**src/rtl/ddr2cs_pkg.sv**
```systemverilog
package ddr2cs_pkg;

  typedef struct packed {
    logic cs_n;
    logic ras_n;
    logic cas_n;
    logic we_n;
  } pins_t;

  localparam pins_t PINS_NOP = '{cs_n: 1'b0, ras_n: 1'b1, cas_n: 1'b1, we_n: 1'b1};

  typedef enum logic {
    ORD_SEQ   = 1'b0,
    ORD_INTLV = 1'b1
  } order_e;

  function automatic pins_t col_cmd(input logic is_write);
    pins_t p;
    p.cs_n  = 1'b0;
    p.ras_n = 1'b1;
    p.cas_n = 1'b0;
    p.we_n  = ~is_write;
    return p;
  endfunction

endpackage

```
**src/rtl/ddr2cs_spacing.sv**
```systemverilog
module ddr2cs_spacing #(
  parameter int TCCD_SHORT = 2,
  parameter int TCCD_LONG  = 4,
  parameter int INTR_MIN   = 2
) (
  input  logic clk,
  input  logic rst_n,
  input  logic accept,
  input  logic req_bl8,
  input  logic req_write,
  input  logic req_intr,
  output logic ready
);
  localparam int GAP_W = $clog2(TCCD_LONG);

  logic [GAP_W-1:0] gap_q, gap_d;
  logic             cur_bl8_q, cur_bl8_d;
  logic             cur_rd_q, cur_rd_d;
  logic             intr_ok;

  // Interruption only read-by-read, 8-beat over 8-beat, after INTR_MIN clocks.
  always_comb begin
    intr_ok = req_intr & req_bl8 & ~req_write & cur_bl8_q & cur_rd_q &
              (gap_q != '0) & (gap_q <= GAP_W'(TCCD_LONG - INTR_MIN));
    ready   = (gap_q == '0) | intr_ok;
  end

  always_comb begin
    gap_d     = gap_q;
    cur_bl8_d = cur_bl8_q;
    cur_rd_d  = cur_rd_q;
    if (accept) begin
      gap_d     = req_bl8 ? GAP_W'(TCCD_LONG - 1) : GAP_W'(TCCD_SHORT - 1);
      cur_bl8_d = req_bl8;
      cur_rd_d  = ~req_write;
    end else if (gap_q != '0) begin
      gap_d = gap_q - GAP_W'(1);
    end
  end

  always_ff @(posedge clk or negedge rst_n) begin
    if (!rst_n) begin
      gap_q     <= '0;
      cur_bl8_q <= 1'b0;
      cur_rd_q  <= 1'b0;
    end else begin
      gap_q <= gap_d;
      if (accept) begin
        cur_bl8_q <= cur_bl8_d;
        cur_rd_q  <= cur_rd_d;
      end
    end
  end

  // one clock after a 4-beat command no request may be taken
  p_short_gap_r4: assert property (@(posedge clk) disable iff (!rst_n)
    accept && !req_bl8 |=> !ready);

  // two clocks after an 8-beat command the spacing is still running
  p_long_gap_r5: assert property (@(posedge clk) disable iff (!rst_n)
    accept && req_bl8 |=> ##1 (gap_q != '0));

endmodule

```
**src/rtl/ddr2cs_burst.sv**
```systemverilog
module ddr2cs_burst
  import ddr2cs_pkg::*;
#(
  parameter int COL_W  = 12,
  parameter int BPC    = 2,
  parameter int MAX_BL = 8
) (
  input  logic                      clk,
  input  logic                      rst_n,
  input  logic                      load,
  input  logic [COL_W-1:0]          ld_col,
  input  logic                      ld_bl8,
  input  logic                      ld_intlv,
  input  logic                      ld_write,
  output logic                      bst_valid,
  output logic                      bst_last,
  output logic                      bst_bl8,
  output logic                      bst_write,
  output logic [BPC-1:0][COL_W-1:0] bst_col
);
  localparam int OFF_W     = $clog2(MAX_BL);
  localparam int PAIRS_BL8 = MAX_BL / BPC;
  localparam int PAIRS_BL4 = (MAX_BL / 2) / BPC;
  localparam int CNT_W     = $clog2(PAIRS_BL8);

  logic             active_q, active_d;
  logic [CNT_W-1:0] cnt_q, cnt_d, last_idx;
  logic [COL_W-1:0] base_q;
  logic             bl8_q, wr_q;
  order_e           ord_q;
  logic             upd;

  always_comb begin
    last_idx = bl8_q ? CNT_W'(PAIRS_BL8 - 1) : CNT_W'(PAIRS_BL4 - 1);
    bst_last = active_q & (cnt_q == last_idx);
    upd      = load | active_q;
    active_d = active_q;
    cnt_d    = cnt_q;
    if (load) begin
      active_d = 1'b1;
      cnt_d    = '0;
    end else if (bst_last) begin
      active_d = 1'b0;
      cnt_d    = '0;
    end else if (active_q) begin
      cnt_d = cnt_q + CNT_W'(1);
    end
  end

  always_ff @(posedge clk or negedge rst_n) begin
    if (!rst_n) begin
      active_q <= 1'b0;
      cnt_q    <= '0;
      base_q   <= '0;
      bl8_q    <= 1'b0;
      wr_q     <= 1'b0;
      ord_q    <= ORD_SEQ;
    end else begin
      if (upd) begin
        active_q <= active_d;
        cnt_q    <= cnt_d;
      end
      if (load) begin
        base_q <= ld_col;
        bl8_q  <= ld_bl8;
        wr_q   <= ld_write;
        ord_q  <= order_e'(ld_intlv);
      end
    end
  end

  assign bst_valid = active_q;
  assign bst_bl8   = bl8_q;
  assign bst_write = wr_q;

  for (genvar i = 0; i < BPC; i++) begin : g_beat
    logic [OFF_W-1:0] idx, seq_off, ilv_off, off;
    always_comb begin
      idx     = OFF_W'(cnt_q) * OFF_W'(BPC) + OFF_W'(i);
      seq_off = base_q[OFF_W-1:0] + idx;
      ilv_off = base_q[OFF_W-1:0] ^ idx;
      off     = (ord_q == ORD_INTLV) ? ilv_off : seq_off;
      if (bl8_q) bst_col[i] = {base_q[COL_W-1:OFF_W], off};
      else       bst_col[i] = {base_q[COL_W-1:OFF_W-1], off[OFF_W-2:0]};
    end
  end

  // a 4-beat burst never runs past its second pair
  p_pair_bound_r9: assert property (@(posedge clk) disable iff (!rst_n)
    active_q && !bl8_q |-> cnt_q < CNT_W'(PAIRS_BL4));

  // the two beats of a pair always name different columns
  p_pair_distinct_r8: assert property (@(posedge clk) disable iff (!rst_n)
    active_q |-> bst_col[0] != bst_col[1]);

endmodule

```
**src/rtl/ddr2cs_rdv.sv**
```systemverilog
module ddr2cs_rdv #(
  parameter int MAX_RL = 5,
  parameter int MIN_RL = 3,
  parameter int RL_W   = $clog2(MAX_RL + 1)
) (
  input  logic            clk,
  input  logic            rst_n,
  input  logic            rd_beat,
  input  logic [RL_W-1:0] rd_lat,
  output logic            rd_valid
);
  logic [MAX_RL-1:0] sh_q, sh_d;

  for (genvar k = 0; k < MAX_RL; k++) begin : g_stage
    if (k == 0) begin : g_head
      assign sh_d[k] = rd_beat;
    end else begin : g_tail
      assign sh_d[k] = sh_q[k-1];
    end
  end

  always_ff @(posedge clk or negedge rst_n) begin
    if (!rst_n) sh_q <= '0;
    else        sh_q <= sh_d;
  end

  always_comb begin
    rd_valid = 1'b0;
    for (int k = 0; k < MAX_RL; k++) begin
      if (rd_lat == RL_W'(k + 1)) rd_valid = sh_q[k];
    end
  end

  // programmed latency must stay inside the supported range
  p_lat_range_r10: assert property (@(posedge clk) disable iff (!rst_n)
    (rd_lat >= RL_W'(MIN_RL)) && (rd_lat <= RL_W'(MAX_RL)));

endmodule

```
**src/rtl/ddr2_col_seq.sv**
```systemverilog
module ddr2_col_seq
  import ddr2cs_pkg::*;
#(
  parameter int COL_W      = 12,
  parameter int MAX_RL     = 5,
  parameter int MIN_RL     = 3,
  parameter int TCCD_SHORT = 2,
  parameter int TCCD_LONG  = 4,
  parameter int RL_W       = $clog2(MAX_RL + 1)
) (
  input  logic             clk,
  input  logic             rst_n,
  input  logic [RL_W-1:0]  rd_lat,
  input  logic             req_valid,
  output logic             req_ready,
  input  logic             req_write,
  input  logic             req_bl8,
  input  logic             req_intlv,
  input  logic             req_intr,
  input  logic [COL_W-1:0] req_col,
  output logic             cmd_cs_n,
  output logic             cmd_ras_n,
  output logic             cmd_cas_n,
  output logic             cmd_we_n,
  output logic [COL_W-1:0] cmd_col,
  output logic             bst_valid,
  output logic             bst_write,
  output logic [COL_W-1:0] bst_col_even,
  output logic [COL_W-1:0] bst_col_odd,
  output logic             rd_valid
);
  localparam int BPC = 2;

  logic [1:0]       rst_sync_q;
  logic             rst_sync_n;
  logic             accept;
  pins_t            pins_q, pins_d;
  logic [COL_W-1:0] col_q;
  logic             bst_last, bst_bl8;
  logic [BPC-1:0][COL_W-1:0] cols;

  always_ff @(posedge clk or negedge rst_n) begin
    if (!rst_n) rst_sync_q <= 2'b00;
    else        rst_sync_q <= {rst_sync_q[0], 1'b1};
  end
  assign rst_sync_n = rst_sync_q[1];

  assign accept = req_valid & req_ready & rst_sync_n;

  ddr2cs_spacing #(
    .TCCD_SHORT(TCCD_SHORT),
    .TCCD_LONG (TCCD_LONG),
    .INTR_MIN  (TCCD_SHORT)
  ) u_spacing (
    .clk      (clk),
    .rst_n    (rst_sync_n),
    .accept   (accept),
    .req_bl8  (req_bl8),
    .req_write(req_write),
    .req_intr (req_intr),
    .ready    (req_ready)
  );

  ddr2cs_burst #(
    .COL_W (COL_W),
    .BPC   (BPC),
    .MAX_BL(2 * TCCD_LONG)
  ) u_burst (
    .clk      (clk),
    .rst_n    (rst_sync_n),
    .load     (accept),
    .ld_col   (req_col),
    .ld_bl8   (req_bl8),
    .ld_intlv (req_intlv),
    .ld_write (req_write),
    .bst_valid(bst_valid),
    .bst_last (bst_last),
    .bst_bl8  (bst_bl8),
    .bst_write(bst_write),
    .bst_col  (cols)
  );

  assign bst_col_even = cols[0];
  assign bst_col_odd  = cols[1];

  ddr2cs_rdv #(
    .MAX_RL(MAX_RL),
    .MIN_RL(MIN_RL),
    .RL_W  (RL_W)
  ) u_rdv (
    .clk     (clk),
    .rst_n   (rst_sync_n),
    .rd_beat (bst_valid & ~bst_write),
    .rd_lat  (rd_lat),
    .rd_valid(rd_valid)
  );

  always_comb begin
    pins_d = accept ? col_cmd(req_write) : PINS_NOP;
  end

  always_ff @(posedge clk or negedge rst_n) begin
    if (!rst_n) begin
      pins_q <= PINS_NOP;
      col_q  <= '0;
    end else begin
      pins_q <= pins_d;
      if (accept) col_q <= req_col;
    end
  end

  assign cmd_cs_n  = pins_q.cs_n;
  assign cmd_ras_n = pins_q.ras_n;
  assign cmd_cas_n = pins_q.cas_n;
  assign cmd_we_n  = pins_q.we_n;
  assign cmd_col   = col_q;

  // an accepted request shows up as a column command one clock later
  p_cmd_enc_r1: assert property (@(posedge clk) disable iff (!rst_sync_n)
    accept |=> (!cmd_cs_n && cmd_ras_n && !cmd_cas_n && (cmd_we_n == !$past(req_write))));

  // no accepted request means NOP on the pins
  p_nop_idle_r2: assert property (@(posedge clk) disable iff (!rst_sync_n)
    !accept |=> (!cmd_cs_n && cmd_ras_n && cmd_cas_n && cmd_we_n));

  // a 4-beat burst is never cut in its first clock
  p_bl4_no_cut_r4: assert property (@(posedge clk) disable iff (!rst_sync_n)
    bst_valid && !bst_bl8 && !bst_last |-> !accept);

  // every beat stays in the aligned block of the command's column
  p_block_r6: assert property (@(posedge clk) disable iff (!rst_sync_n)
    bst_valid |-> (bst_col_even[COL_W-1:3] == cmd_col[COL_W-1:3]) &&
                  (bst_col_odd[COL_W-1:3]  == cmd_col[COL_W-1:3]));

endmodule

```
**config.mk**
```make
export PLATFORM = sky130hd
export DESIGN_NAME = ddr2_col_seq
export DESIGN_NICKNAME = d
export VERILOG_FILES = /design/src/rtl/ddr2cs_pkg.sv /design/src/rtl/ddr2cs_spacing.sv /design/src/rtl/ddr2cs_burst.sv /design/src/rtl/ddr2cs_rdv.sv /design/src/rtl/ddr2_col_seq.sv
export SDC_FILE = /design/constraint.sdc
export NUM_CORES = 1
export LEC_CHECK = 0
export BUFFER_PORTS_ARGS = -buffer_cell sky130_fd_sc_hd__buf_2
export CORE_MARGIN = 3
export CORE_UTILIZATION = 38
export DETAILED_ROUTE_END_ITERATION = 16
export SYNTH_ARGS = -nofsm -noshare
export SYNTH_HDL_FRONTEND = slang
export SYNTH_SLANG_ARGS = --single-unit
export TNS_END_PERCENT = 5
```
**constraint.sdc**
```tcl
create_clock -name clk -period 2.9 [get_ports clk]
set_input_delay 0.87 -clock clk [delete_from_list [all_inputs] [get_ports clk]]
set_output_delay 0.87 -clock clk [all_outputs]
set_load 0.01 [all_outputs]
```
==> flow_summary.toml, run 1 <==
[setup_path]
critPathTopFamily = "flip-flops"
crit_path_max_incr_delay_ns = 0.44
cp.arrival_ns = 1.83
cp_data_required_time_ns = 2.03
path_cells = "inv_1 > fa_1 > nor2_1 > xor2_1 > nand2_1 > xnor2_1 > buf_2"
crit_fanout = 5
crit_slowest_cell = "dfrtp_1"
startpoint_type = "register"
end_kind = "output pin"
worstSetupPathType = "reg -> out"
worst-path-buf-inv = 2

[sta]
finalHoldViolCount = 0
finalSetupViolCount = 0
max_clock_freq_ghz = 0.371
layout_setup_ws_ns = 0.202
skew_ns = 0.00358
fin_crit_ns = 2.70
slew_violations = 0
post-route-period-util_pct = 93.0
rsz0062_at_grt = "false"
fin_setup_tns_ns = 0

[status]
run_status = "finished, final reports clean"

[grt]
grtUsageTotal_pct = 12.3
grt_pass1_vias = 1216
grt_max_degree = 26
overflow = 0
antenna_found_initial = 0
grt_pass1_wl_um = 5730

[routing]
drc = 0
wl_per_cell_um = 11.4
vias_per_cell = 4.29
ant_nets = 0
drt_first_iter_violations = 36
vias = 1301
drt_wl_total_um = 3450
firstDrtPassIters = 4

[power]
power_density_nw_per_um2 = 1060
ir_worst_vdd_mv = 0.425
power_leakage_nw = 1.17
power_w = 0.00235

[placement]
globalplace.congestion = 0.720
io_buffers = 63
hpwl_um = 2530
pre_cts_slack_ns = 0.411

[clock_network]
cts_setup_buffers = 0
hold_buffers = 0
clkTransAtPathRegs_ns = 0.07
cts_tree = "done"
cts_buffer_depth = 2
clock_latency_ns = 0.28
clock_sinks = 42
cts_made_buffers = 5
ctsHtreeMaxLevel = 2
post_cts_resized = 0
cts-root-buf = "clkbuf_8"

[die]
start_util_pct = 39.9
die-area_um2 = 5910
ios = 66
rows = 25
die_w_um = 76.9
core_area_um2 = 4790
fp.dieH_um = 76.9

[finish]
fin_nets = 261
area.growth.synth_to_final_pct = 16.2
drive_gt1_share_pct = 33.1
fin_util_pct = 46.4
n_antenna_cell = 0

[yosys]
ys_warn_count = 0
syn_area_per_cell_um2 = 10.3
synth_cell_type_count = 31
ys_seq_area_share_pct = 55.1
syn_area_um2 = 1910
synth_cells = 186
synth.area.top_cells = "dfrtp_1 52%, buf_4 8.3%, o21ai_0 6.3%, inv_1 6.3%, nand2_1 3.5%"
synth.top_cell.area_share_pct = 52.4
yosysTopAreaCell = "dfrtp_1"
synth.ff_latch_count = 42

[job]
maxCapViolCount = 0

[worst_hold_path]
min_path_type = "reg -> async"
[final timing paths]
path	slack, ns	startpoint	end	depth (start not counted)
min	0.11	rst_sync_q[1]	u_spacing.gap_q[0]	0
max in group asynchronous	2.09	rst_n	cmd_cas_n	1
min reg2reg	0.11	rst_sync_q[1]	u_spacing.gap_q[0]	0
min in group clk	0.35	rst_sync_q[0]	rst_sync_q[1]	0
max reg2reg	1.23	u_spacing.gap_q[0]	u_burst.base_q[4]	6
max	0.20	u_burst.cnt_q[0]	bst_col_odd[2]	7
[synthesized netlist by cell type]
library cell / instances
dfrtp_1: 40
inv_1: 32
o21ai_0: 24
buf_4: 21
nand2_1: 18
nor2_1: 5
a21oi_1: 4
mux2i_1: 4
xnor2_1: 4
buf_6: 3
ha_1: 3
o21ai_1: 3
conb_1: 2
dfstp_2: 2
mux2_2: 2
nand3_1: 2
nand4_1: 2
xor2_1: 2
a211oi_1: 1
a21o_1: 1
a22oi_1: 1
and3_1: 1
clkbuf_2: 1
fa_1: 1
nand2b_1: 1
nand4b_1: 1
nand4bb_2: 1
nor2b_1: 1
o211ai_1: 1
o21ai_4: 1
or2_2: 1
[cells by family (layout without fill, tap and decap cells)]
group	Yosys count	count (layout)	share of synthesized area [%]
muxes	6	6	3.27
AOI/OAI and AO/OA	36	36	10.5
other	2	3	0.393
buffers and inverters	57	106	16.6
and+or+nand+nor	33	33	8.32
DFF	42	42	55.1
xor gates and xnor gates	6	6	2.75
adders and majority gates	4	4	3.01
[cells in the final DEF, fill, tap and decap left out, drive strengths merged, types with 2 or more instances in the layout]
cell / count
xor2: 2
o21ai: 28
nand3: 2
conb: 3
mux2: 2
xnor2: 4
mux2i: 4
buf: 66
clkbuf: 8
nor2: 5
nand2: 18
a21oi: 4
nand4: 2
dfrtp: 40
inv: 32
ha: 3
dfstp: 2
[state kept, by name, indices dropped and copies added, names as in the netlist]
name                flops
u_burst.ord_q           1
cmd_cas_n               1
cmd_we_n                1
u_burst.bst_bl8         1
u_burst.base_q         12
rst_sync_q              2
u_spacing.gap_q         2
cmd_col                12
u_burst.cnt_q           2
u_burst.bst_valid       1
u_rdv.sh_q              5
u_burst.bst_write       1
u_spacing.cur_rd_q      1
[layout make-up]
cell class              count  area, um^2
flip-flops and latches     42        1050
inverters                  32         120
clock buffers               8        80.1
multi-input cells          88         544
fillers                   458        2570
well taps                  67        83.8
repair buffers             66         338
[report_power, final]
| group | internal [W] | total (W) | switching (W) |
|---|---|---|---|
| combinational | 0.000445 | 0.000973 | 0.000528 |
| sequential | 0.000842 | 0.00103 | 0.000183 |
| clock | 0.000171 | 0.000348 | 0.000178 |
| total | 0.00146 | 0.00235 | 0.000889 |
[routing by layer]
layer | global-route usage [%] | share of wire (%)
met5 | 0 | 0
met4 | 5.43 | 1.6
met3 | 4.34 | 7.0
met2 | 19.0 | 46
met1 | 15.6 | 45
[per-stage QoR]
stage / area (um^2) / hold slack, ns / std cells
after floorplan: 1910 / 0.331 / 187
after global placement: 2140 / 0.119 / 295
after detailed placement: 2140 / 0.113 / 295
after CTS: 2220 / 0.121 / 303
after global routing: 2220 / 0.139 / 303
final: 2220 / 0.115 / 303
Note: power is estimated with default switching activity, not from simulation.
==> run 2, diff against run 1 <==
--- a/config.mk
+++ b/config.mk
@@ -9,6 +9,7 @@
 export CORE_MARGIN = 3
 export CORE_UTILIZATION = 38
 export DETAILED_ROUTE_END_ITERATION = 16
+export PLACE_DENSITY = 0.66
 export SYNTH_ARGS = -nofsm -noshare
 export SYNTH_HDL_FRONTEND = slang
 export SYNTH_SLANG_ARGS = --single-unit
==> constraint.sdc (replaced) <==
create_clock -name clk -period 2.2 [get_ports clk]
set_input_delay 0.66 -clock clk [delete_from_list [all_inputs] [get_ports clk]]
set_output_delay 0.66 -clock clk [all_outputs]
set_load 0.01 [all_outputs]
==> flow_summary.toml, run 2 (same netlist as run 1, synthesis figures left out) <==
[sta]
finalSetupViolCount = 2
max_clock_freq_ghz = 0.432
rsz0062_at_grt = "true"
fin_crit_ns = 2.32
fin_setup_tns_ns = -0.172
slew_violations = 0
finalHoldViolCount = 0
skew_ns = 0.00622
hold_ws_ns = 0.108
post-route-period-util_pct = 105
layout_setup_ws_ns = -0.116

[finish]
drive_gt1_share_pct = 38.6
fin_nets = 266
fin_cells = 308
n_antenna_cell = 0
final_cell_mix = "63 x buf_2, 40 x dfrtp_1, 29 x inv_1"
area.growth.synth_to_final_pct = 21.3
final_common_cell = "buf_2"

[die]
fp.dieH_um = 76.9
start_util_pct = 39.9
core_area_um2 = 4790
rows = 25
die_w_um = 76.9
die-area_um2 = 5910
ios = 66

[power]
power_density_nw_per_um2 = 1440
ir_worst_vdd_mv = 0.682
power_leakage_nw = 1.21
power_w = 0.00334

[placement]
pre_cts_slack_ns = 0.111
io_buffers = 63
dp.cells = 297
hpwl_um = 2480
globalplace.congestion = 0.779

[grt]
grtUsageTotal_pct = 11.7
grt_pass1_vias = 1174
grt_max_degree = 27
antenna_found_initial = 0
grt_pass1_wl_um = 5500
overflow = 0

[clock_network]
clock_latency_ns = 0.29
clkTransAtPathRegs_ns = 0.08
cts_tree = "done"
cts-root-buf = "clkbuf_8"
hold_buffers = 0
ctsHtreeMaxLevel = 2
clock_sinks = 42
cts_buffer_depth = 2
cts_made_buffers = 5

[setup_path]
startpoint_type = "register"
crit_fanout = 2
reg2reg_to = "u_spacing.cur_rd_q"
r2r_cells = 5
cp_data_required_time_ns = 1.54
end_kind = "output pin"
worstSetupPathType = "reg -> out"
ff2ff_setup_slack_ns = 0.62
rr_startpoint = "u_spacing.gap_q[0]"
cp.arrival_ns = 1.66

[routing]
wl_per_cell_um = 10.9
vias = 1339
firstDrtPassIters = 4
drt_first_iter_violations = 52
vias_per_cell = 4.35
drt_wl_total_um = 3370
ant_nets = 0
drc = 0

[job]
maxCapViolCount = 0

[worst_hold_path]
min_path_type = "reg -> async"

[status]
run_status = "finished, violations left"
violations = "setup timing"
run 2: repair_timing:
item                       CTS  global route
setup endpoints to repair    1             4
pin swaps                    4             3
buffers inserted             2             1
gates resized for setup      4             4
run 2: power by group:
part / internal [W] / total (W) / switching (W)
clock network: 0.000334 / 0.000584 / 0.000250
logic: 0.000677 / 0.00142 / 0.000747
registers: 0.00111 / 0.00133 / 0.000223
total: 0.00212 / 0.00334 / 0.00122
run 2: layer usage:
metal / global-route usage [%] / vias up / routed length [um]
li1: - / 671 / -
met1: 16.2 / 617 / 1640
met3: 4.11 / 4 / 258
met5: 0 / - / 0
met2: 17.0 / 47 / 1440
met4: 3.80 / 0 / 29
run 2: worst max-delay path: stages, from the launching register on:
cell and delay, ns:
dfrtp_1 0.36, inv_2 0.05, fa_2 0.38, nor2_2 0.10, xor2_1 0.14, nand2_1 0.07
xnor2_1 0.12, buf_2 0.14
run 2: final cells by class:
class                      instances  area [um^2]
fill                             459         2470
sequential                        42         1050
multi-input combinational         88          576
timing repair buffer              71          375
inverter                          32          120
tap                               67         83.8
clock buffer                       5         68.8
clock inverter                     3         40.0
run 2: per-stage QoR:
step	util (%)	area [um^2]
2_1_floorplan	-	1910
3_3_place_gp	45.0	2150
3_5_place_dp	45.0	2150
4_1_cts	47.7	2280
5_1_grt	48.4	2320
6_report	48.4	2320
run 2: how the worst max path moves through the flow:
stage                            startpoint              to  slack, ns  depth (start not counted)
after floorplan            u_burst.cnt_q[0]  bst_col_odd[2]       0.17                          6
after global placement            req_write       req_ready       0.12                          5
after detailed placement  u_burst.base_q[0]  bst_col_odd[2]       0.11                          7
after CTS                  u_burst.cnt_q[0]  bst_col_odd[2]      -0.17                          7
after global routing      u_burst.base_q[1]  bst_col_odd[2]      -0.25                          7
final                      u_burst.cnt_q[0]  bst_col_odd[2]      -0.12                          7
==> run 3, diff against run 2 <==
--- a/config.mk
+++ b/config.mk
@@ -9,7 +9,7 @@
 export CORE_MARGIN = 3
 export CORE_UTILIZATION = 38
 export DETAILED_ROUTE_END_ITERATION = 16
-export PLACE_DENSITY = 0.66
+export SETUP_SLACK_MARGIN = 0.5
 export SYNTH_ARGS = -nofsm -noshare
 export SYNTH_HDL_FRONTEND = slang
 export SYNTH_SLANG_ARGS = --single-unit
==> constraint.sdc (replaced) <==
create_clock -name clk -period 2.3 [get_ports clk]
set_input_delay 0.69 -clock clk [delete_from_list [all_inputs] [get_ports clk]]
set_output_delay 0.69 -clock clk [all_outputs]
set_load 0.01 [all_outputs]
==> flow_summary.toml, run 3 (same netlist as run 1, synthesis figures left out) <==
[placement]
hpwl_um = 2550
globalplace.congestion = 0.717
io_buffers = 63
pre_cts_slack_ns = 0.153
placed_cell_area_um2 = 2160

[setup_path]
crit_slowest_cell = "dfrtp_1"
ff2ff_setup_slack_ns = 0.62
cp_data_required_time_ns = 1.61
end_kind = "output pin"
cp.arrival_ns = 1.70
startpoint_type = "register"
critPathTopFamily = "flip-flops"
worst-path-buf-inv = 2
crit_path_max_incr_delay_ns = 0.37
worstSetupPathType = "reg -> out"
path_cells = "inv_2 > fa_2 > nor2_2 > xor2_1 > nand2_1 > xnor2_2 > buf_2"
crit_fanout = 2

[sta]
max_clock_freq_ghz = 0.418
rsz0062_at_grt = "true"
layout_setup_ws_ns = -0.0945
finalSetupViolCount = 1
slew_violations = 0
skew_ns = 0.00371
fin_crit_ns = 2.39
fin_setup_tns_ns = -0.0945
finalHoldViolCount = 0
post-route-period-util_pct = 104

[die]
ios = 66
start_util_pct = 39.9
fp.dieH_um = 76.9
die-area_um2 = 5910
die_w_um = 76.9
rows = 25
core_area_um2 = 4790

[grt]
grtUsageTotal_pct = 13.2
antenna_found_initial = 0
grt_pass1_wl_um = 6200
overflow = 0
grt_max_degree = 24
grt_pass1_vias = 1406

[finish]
drive_gt1_share_pct = 38.2
multiInputGateArea_um2 = 568
nFillCells = 475
n_antenna_cell = 0
stdcell_area_um2 = 2290
area.growth.synth_to_final_pct = 19.9
final_cell_mix = "61 x buf_2, 39 x dfrtp_1, 30 x inv_1"
seq_area_um2 = 1050
final_common_cell = "buf_2"
fin_nets = 263

[routing]
vias_per_cell = 4.36
drc = 0
wl_per_cell_um = 11.6
drt_first_iter_violations = 35
ant_nets = 0
drt_wl_total_um = 3530
firstDrtPassIters = 4
vias = 1329

[clock_network]
cts_tree = "done"
hold_buffers = 0
cts_made_buffers = 5
clkTransAtPathRegs_ns = 0.07
cts_buffer_depth = 2
cts-root-buf = "clkbuf_8"
clock_latency_ns = 0.29
clock_sinks = 42
ctsHtreeMaxLevel = 2

[worst_hold_path]
min_path_type = "reg -> async"

[power]
power_w = 0.00307
power_leakage_nw = 1.20
power_density_nw_per_um2 = 1340
ir_worst_vdd_mv = 0.510

[job]
maxCapViolCount = 0

[status]
run_status = "finished, violations left"
violations = "setup timing"
run 3: power breakdown:
part,switching (W),internal [W],leakage [nW]
Combinational,0.000692,0.000612,0.637
Sequential,0.000222,0.00106,0.512
Clock,0.000238,0.000242,0.0482
Total,0.00115,0.00192,1.20
run 3: timing repair:
action,4_1_cts,5_1_grt
buffers inserted,1,0
pin swaps,4,3
resized for setup,3,6
hold endpoints to repair,0,0
setup endpoints to repair,6,31
run 3: cell type report:
class                           count  share of cell area (%)
Clock buffer                        7                    3.77
Tap cell                           67                    3.66
Sequential cell                    42                    46.0
Multi-Input combinational cell     88                    24.8
Timing Repair Buffer               68                    16.3
Clock inverter                      1                   0.218
Inverter                           32                    5.24
run 3: per-stage QoR:
| step | util (%) | hold slack (ns) | instances |
|---|---|---|---|
| 5_1_grt | 47.9 | 0.161 | 305 |
| 4_1_cts | 47.5 | 0.213 | 305 |
| 2_1_floorplan | - | 0.331 | 187 |
| 3_3_place_gp | 45.1 | 0.208 | 296 |
| 6_report | 47.9 | 0.141 | 305 |
| 3_5_place_dp | 45.1 | 0.206 | 296 |
run 3: path summary, 6_finish.rpt:
| path | cells past startpoint | to | startpoint |
|---|---|---|---|
| max | 7 | bst_col_odd[2] | u_burst.base_q[0] |
| min | 0 | u_spacing.gap_q[1] | rst_sync_q[1] |
| max reg2reg | 5 | u_spacing.cur_rd_q | u_spacing.gap_q[0] |
| min reg2reg | 0 | u_spacing.gap_q[1] | rst_sync_q[1] |
| max in group asynchronous | 1 | u_burst.base_q[10] | rst_sync_q[1] |
| min in group clk | 0 | rst_sync_q[1] | rst_sync_q[0] |
run 3: layer usage:
layer  part of all wire, %  vias up  track usage, %  routed length (um)
met4                   1.8        0            5.98                  64
met3                   7.0        8            4.11                 248
met1                    43      619            15.8                1520
met5                     0        -               0                   0
li1                      -      663               -                   -
met2                    48       39            21.9                1690
run 3: worst register-to-register path, stage by stage, from the launching register on:
cell,delay (ns)
dfrtp_1,0.40
ha_1,0.21
nand4bb_2,0.27
o21ai_4,0.30
buf_4,0.24
mux2i_1,0.18
